File: config.mk
export PLATFORM = sky130hd
export DESIGN_NAME = tbase_wdog
export DESIGN_NICKNAME = d
export VERILOG_FILES = /design/src/rtl/tbw_pkg.sv /design/src/rtl/tbw_divider.sv /design/src/rtl/tbw_ctrl.sv /design/src/rtl/tbw_wdog.sv /design/src/rtl/tbase_wdog.sv
export SDC_FILE = /design/constraint.sdc
export NUM_CORES = 1
export LEC_CHECK = 0
export ABC_AREA = 0
export CORE_MARGIN = 2
export CORE_UTILIZATION = 50
export CTS_CLUSTER_SIZE = 40
export DETAILED_ROUTE_END_ITERATION = 12
export DONT_BUFFER_PORTS = 1
export HOLD_SLACK_MARGIN = 0.03
export PLACE_DENSITY = 0.74
export SYNTH_ARGS = -nofsm -noshare
export SYNTH_HDL_FRONTEND = slang
export SYNTH_SLANG_ARGS = --single-unit
export TNS_END_PERCENT = 10
File: constraint.sdc
create_clock -name clk -period 1.5 [get_ports clk]
set_input_delay 0.075 -clock clk [delete_from_list [all_inputs] [get_ports clk]]
set_output_delay 0.075 -clock clk [all_outputs]
set_load 0.1 [all_outputs]
File: src/rtl/tbw_pkg.sv
package tbw_pkg;
  localparam int REG_W     = 8;
  localparam int FLAG_BIT  = 7;
  localparam int IE_BIT    = 6;
  localparam int RATE_HI   = 5;
  localparam int RATE_LO   = 4;
  localparam int TBCLR_BIT = 3;
  localparam int WDEN_BIT  = 1;
  localparam int WDCLR_BIT = 0;
  localparam int NUM_RATES = 4;

  typedef logic [1:0] rate_t;

  localparam rate_t RATE_RESET = 2'b11;
endpackage

File: src/rtl/tbw_divider.sv
module tbw_divider #(
  parameter int TAP_BASE = 4,
  parameter int TAP_STEP = 2
) (
  input  logic          clk,
  input  logic          rst,
  input  tbw_pkg::rate_t rate,
  output logic          tick
);
  import tbw_pkg::*;

  localparam int DIV_W = TAP_BASE + TAP_STEP * (NUM_RATES - 1);

  // Free running: deliberately outside reset, keeps phase across resets.
  logic [DIV_W-1:0] cnt = '0;
  logic [NUM_RATES-1:0] tap_hit;

  always_ff @(posedge clk) begin
    cnt <= cnt + 1'b1;
  end

  for (genvar g = 0; g < NUM_RATES; g++) begin : g_tap
    localparam int TW = TAP_BASE + TAP_STEP * g;
    assign tap_hit[g] = &cnt[TW-1:0];
  end

  assign tick = tap_hit[rate];

  // Timeouts are never back to back, even across a rate change.
  assert_tick_gap_R3: assert property (@(posedge clk) disable iff (rst)
    tick |=> !tick);
endmodule

File: src/rtl/tbw_ctrl.sv
module tbw_ctrl (
  input  logic                       clk,
  input  logic                       rst,
  input  logic                       wr_en,
  input  logic [tbw_pkg::REG_W-1:0]  wr_data,
  input  logic                       tick,
  output logic                       flag,
  output logic                       ie,
  output tbw_pkg::rate_t             rate,
  output logic                       wd_en,
  output logic                       wd_clr,
  output logic [tbw_pkg::REG_W-1:0]  rd_data
);
  import tbw_pkg::*;

  logic locked;
  logic flag_clr;

  assign flag_clr = wr_en && wr_data[TBCLR_BIT];
  assign wd_clr   = wr_en && wr_data[WDCLR_BIT];

  always_ff @(posedge clk) begin
    if (rst) begin
      flag   <= 1'b0;
      ie     <= 1'b0;
      rate   <= RATE_RESET;
      wd_en  <= 1'b0;
      locked <= 1'b0;
    end else begin
      // A timeout outranks a clear on the same edge.
      if (tick)          flag <= 1'b1;
      else if (flag_clr) flag <= 1'b0;
      if (wr_en) begin
        ie   <= wr_data[IE_BIT];
        rate <= wr_data[RATE_HI:RATE_LO];
        if (!locked) begin
          wd_en  <= wr_data[WDEN_BIT];
          locked <= 1'b1;
        end
      end
    end
  end

  always_comb begin
    rd_data                  = '0;
    rd_data[FLAG_BIT]        = flag;
    rd_data[IE_BIT]          = ie;
    rd_data[RATE_HI:RATE_LO] = rate;
    rd_data[WDEN_BIT]        = wd_en;
  end

  assert_flag_fall_R4: assert property (@(posedge clk) disable iff (rst)
    $fell(flag) |-> $past(wr_en && wr_data[TBCLR_BIT]));
  assert_set_wins_R5: assert property (@(posedge clk) disable iff (rst)
    tick |=> flag);
  assert_wden_locked_R7: assert property (@(posedge clk) disable iff (rst)
    locked |=> $stable(wd_en));
endmodule

File: src/rtl/tbw_wdog.sv
module tbw_wdog #(
  parameter int WD_PERIODS = 8
) (
  input  logic clk,
  input  logic rst,
  input  logic en,
  input  logic clr,
  input  logic tick,
  output logic wd_rst
);
  localparam int CW = (WD_PERIODS > 2) ? $clog2(WD_PERIODS) : 1;
  localparam logic [CW-1:0] LAST = CW'(WD_PERIODS - 1);

  logic [CW-1:0] cnt;

  always_ff @(posedge clk) begin
    if (rst) begin
      cnt    <= '0;
      wd_rst <= 1'b0;
    end else begin
      wd_rst <= 1'b0;
      if (!en || clr) begin
        cnt <= '0;
      end else if (tick) begin
        if (cnt == LAST) begin
          cnt    <= '0;
          wd_rst <= 1'b1;
        end else begin
          cnt <= cnt + 1'b1;
        end
      end
    end
  end

  assert_fire_needs_en_R9: assert property (@(posedge clk) disable iff (rst)
    wd_rst |-> $past(en));
  assert_single_pulse_R9: assert property (@(posedge clk) disable iff (rst)
    wd_rst |=> !wd_rst);
  assert_clear_blocks_R10: assert property (@(posedge clk) disable iff (rst)
    clr |=> !wd_rst);
endmodule

File: src/rtl/tbase_wdog.sv
module tbase_wdog #(
  parameter int TAP_BASE   = 4,
  parameter int TAP_STEP   = 2,
  parameter int WD_PERIODS = 8
) (
  input  logic       clk,
  input  logic       rst,
  input  logic       wr_en,
  input  logic [7:0] wr_data,
  output logic [7:0] rd_data,
  output logic       irq,
  output logic       wd_rst
);
  import tbw_pkg::*;

  logic  tick;
  logic  flag;
  logic  ie;
  rate_t rate;
  logic  wd_en;
  logic  wd_clr;

  tbw_divider #(.TAP_BASE(TAP_BASE), .TAP_STEP(TAP_STEP)) u_div (
    .clk  (clk),
    .rst  (rst),
    .rate (rate),
    .tick (tick)
  );

  tbw_ctrl u_ctrl (
    .clk     (clk),
    .rst     (rst),
    .wr_en   (wr_en),
    .wr_data (wr_data),
    .tick    (tick),
    .flag    (flag),
    .ie      (ie),
    .rate    (rate),
    .wd_en   (wd_en),
    .wd_clr  (wd_clr),
    .rd_data (rd_data)
  );

  tbw_wdog #(.WD_PERIODS(WD_PERIODS)) u_wdog (
    .clk    (clk),
    .rst    (rst),
    .en     (wd_en),
    .clr    (wd_clr),
    .tick   (tick),
    .wd_rst (wd_rst)
  );

  assign irq = flag && ie;

  assert_irq_matches_reg_R6: assert property (@(posedge clk) disable iff (rst)
    irq == (rd_data[FLAG_BIT] && rd_data[IE_BIT]));
  assert_reset_value_R1: assert property (@(posedge clk)
    $past(rst) |-> (rd_data == 8'h30 && !wd_rst));
endmodule

After elaboration in Yosys (flattened, before gate mapping). Cells that the tools add are included.

Reductions and logical operators: 13. Eq/ne operators: 1. $add $sub $neg: 2. $lt $le $gt $ge: 1. Bitwise operators: 2. Muxes and demuxes: 6.

Operators by type and width (count): adder 10 x 1 -> 10 bit, second input constant (1); AND reduction 10 bit (1); AND reduction 8 bit (1); AND reduction 6 bit (1); 2-to-1 mux 1 bit (4); AND reduction 4 bit (1); adder 3 x 1 -> 3 bit, second input constant (1); == test 3 bit, second input constant (1); logical AND 1 bit (3); < comparator 2 x 3 -> 1 bit, second input constant (1); 2-to-1 mux 3 bit (1); OR reduction 3 bit (1); binary-select mux 1 bit (select 2 bit) (1); NOT 1 bit (2); AND reduction 2 bit (1); nonzero test 2 bit (1); OR reduction 2 bit (1); zero test 1 bit (1); logical OR 1 bit (1).

Word-level logic and storage cells: 33. Input bits: 11. Flip-flop bits (word level): 20. Output and inout bits: 10.

Longest topological paths before layout.
Depth after elaboration: 5. Gate-level depth with buffers: 5. Mapped depth without buffers: 5.

Modules after synthesis. A second synthesis with hierarchy kept.

Cells, all modules: 84. Area total of the unflattened synthesis: 865.8 µm².

Modules (own cells, without submodules): tbw_divider (cells each 35, instances 1, area an instance 389.1 µm², seq. area each 200.2 µm²); tbw_ctrl (cells each 32, instances 1, area an instance 297.8 µm², seq. area each 120.1 µm²); tbw_wdog (cells each 16, instances 1, area an instance 172.7 µm², seq. area each 80.1 µm²); tbase_wdog (cells each 1, instances 1, area an instance 6.3 µm², seq. area each 0.0 µm²).

Worst setup path after synthesis. Ideal clock, no wire load.

Kind: register -> register. From: register u_ctrl.rate[1]. To: register u_wdog.cnt[0]. Period minus slack after synthesis: 1.701 ns. Data required time: 1.373 ns. Path buffers: 0. Arrival time: 1.573 ns. Library setup time: 0.127 ns. Cell stages (with the launch flop): 5. Path slack: -0.201 ns. Cell sequence: dfxtp_1 > inv_1 > a31oi_1 > o21ai_2 > mux2i_1.

Word-level cells in the longest chain between the ends: 2.

Ends and longest elaborated chain: start: declaration (RTL line tbw_ctrl.sv:9) `output tbw_pkg::rate_t rate,`; start signal: assignment (RTL line tbw_ctrl.sv:35) `rate <= wr_data[RATE_HI:RATE_LO];`; binary-select mux 1 bit (select 2 bit) (RTL line tbw_divider.sv:27) `assign tick = tap_hit[rate];`; 2-to-1 mux 1 bit (not written as such) (RTL line tbw_divider.sv:27); end signal: assignment (RTL line tbw_wdog.sv:29) `cnt <= cnt + 1'b1;`; end: declaration (RTL line tbw_wdog.sv:14) `logic [CW-1:0] cnt;`.

Every way passes these cells. The select of a mux whose other input is x is not followed. A chain may end at the register's enable or synchronous reset.

==> metrics.txt <==
share of cells above drive strength 1 16.5%; post-synth design cell area 830 µm²; initial antenna violation count 0; reg2reg end u_ctrl.wd_en; CP Launch Type register; root buf cell clkbuf_4; Final GP Congestion 0.713; Max Cap Violations 0; post-CTS setup buffer count 0; gate count after technology mapping 88; Crit Path Max Fanout 2; CTS Buf Count 3; most frequent cells in the layout dfxtp_1, nand2_1, nor2_1; Synth warnings 0; crit path max-delay cell type dlygate4sd3_1; Final #Nets 118; IO Pins 21; DRC Markers 0; Fin Hold WS 328 ps; DR WL/cell 11.8 µm; DIE HEIGHT 44.7 µm; first-pass GRT wire length 2370 µm; Max Slew Vio Count 0; commonest non-fill, non-tap cell in the layout dfxtp_1; WS Path Type reg -> reg; Sink Count 20; clk slew on worst S/H paths 100 ps; Hold Path Class in -> reg; filler cell count 121; final core occ 65.4%; Yosys cell types 21; First-pass DRT Iterations 4; via count 596; hold path start wr_en; Starting Density 54.4%; CTS max path bufs 2; peak supply drop 0.750 mV; Inserted Diodes 0; H-Tree Depth 1; CTS tree done; Via-to-Cell Ratio 5.01; FF+latch area 403 µm²; Tcrit/Tclk final 89.6%; Static Leak 0.419 nW; Req. time, crit path 1690 ps; core area 1520 µm²; All-Layer GR Usage 17.4%; FF-to-FF path depth 5; Die Wd 44.7 µm; crit path cell chain inv_1 > a21oi_1 > a31oi_1 > dlygate4sd3_1 > nor2_1; Detail Placement HPWL 890 µm; Initial DRC Count 8; Placement Rows 14; Hold Path End u_ctrl.rate[1]; nature of the critical path endpoint register; drt total wl 1410 µm; area occupied by multi-input gates 354 µm²; grt total ovfl 0; CP bufs+invs 2; Max Freq 744 MHz; Tmin final 1340 ps; clk_lat worst skew 300 ps; total power 1.02 mW; Reg-to-Reg Start u_ctrl.wd_en; RSZ-0062 raised after global routing false; crit path DAT 1540 ps; sequential element share of the synthesized area 48.3%; r2r setup slk 160 ps; cell family with most CP delay buffers and inverters; Slowest Stage Delay on Critical Path 560 ps; syn avg cell area 9.43 µm²; largest net degree at the start of global routing 12; #FFs+latches synth 20; vias in the first global route 567; TNS Setup 0 ps; Hold Path Depth 3; clk_skew 0.891 ps; power per cell area 1020 nW/µm²; Setup-failing EPs final 0; die area 2000 µm²; # port buffers 0; ANT nets after route 0; status finished clean; Final Hold Fails 0; Layout area overhead 20.2%
==> power breakdown <==
group	switching (mW)	leakage, nW	internal, mW
clock network	0.156	0.0210	0.148
registers	0.00731	0.162	0.542
logic	0.125	0.236	0.0418
total	0.288	0.419	0.732
==> registers in the layout, summed over array words and instances (netlist names) <==
signal	cells
u_ctrl.flag	1
u_ctrl.ie	1
u_ctrl.locked	1
u_ctrl.rate	2
u_ctrl.wd_en	1
u_div.cnt	10
u_wdog.cnt	3
u_wdog.wd_rst	1
==> area by class of cell <==
cell class,count,area share (%)
clock buffer,4,3.64
inverter,7,2.63
multi-input combinational,56,35.5
sequential,20,40.4
tap,16,2.01
timing repair buffer,16,15.8
==> worst reg2reg max path, stage by stage, from the launching register on <==
cell           delay [ps]
dfxtp_1               340
inv_1                 100
a21oi_1                50
a31oi_1               140
dlygate4sd3_1         560
nor2_1                 40
==> worst max path at each step <==
stage	startpoint	cells past startpoint	end
finish	u_ctrl.wd_en	5	u_ctrl.wd_en
floorplan	u_ctrl.rate[1]	4	u_wdog.cnt[0]
detailed placement	u_div.cnt[0]	5	u_wdog.cnt[1]
global placement	u_div.cnt[0]	5	u_wdog.cnt[1]
CTS	wr_en	5	u_ctrl.wd_en
global route	u_ctrl.wd_en	5	u_ctrl.wd_en
==> synthesized netlist by cell type (all sizes together) <==
master,count,share of area (%)
and2,1,0.75
nand4,2,1.5
buf,7,6.8
xnor2,5,5.3
a211oi,1,1.5
a21oi,3,2.3
a31oi,2,1.5
nor2,9,4.1
nand3,3,2.4
o211ai,1,0.91
dfxtp,20,48
ha,3,4.5
inv,7,3.2
nand2,14,6.3
o21ai,1,1.1
mux2i,5,6.0
xor2,3,3.2
conb,1,0.45
==> routing by layer <==
metal | global-route usage, % | part of all wire, %
met5 | 0 | 0
met3 | 9.20 | 7.2
met1 | 20.1 | 46
met2 | 25.5 | 45
met4 | 9.70 | 1.5
==> timing repair <==
action | in CTS | in global routing
endpoints found under the setup margin | 0 | 1
hold endpoints to repair | 10 | 0
gates resized for setup | 0 | 1
hold buffers | 9 | 0
==> metrics by stage <==
stage               area (µm²)  worst slack, ps  instances
floorplan                  840              156         90
global placement           868              235        106
detailed placement         868              214        106
CTS                        995             73.3        119
global route               997             78.1        119
finish                     997              156        119
==> cells by family after synthesis <==
logic type                 count (synthesis)  share of synthesized area [%]
and+or+nand+nor                           29                           15.1
other                                      1                          0.452
muxes                                      5                           6.03
buffers and inverters                     14                           9.95
xor gates and xnor gates                   8                           8.45
AOI/OAI and AO/OA                          8                           7.24
DFF                                       20                           48.3
adders and majority gates                  3                           4.53
No activity file was read; power rests on OpenSTA's default activity.
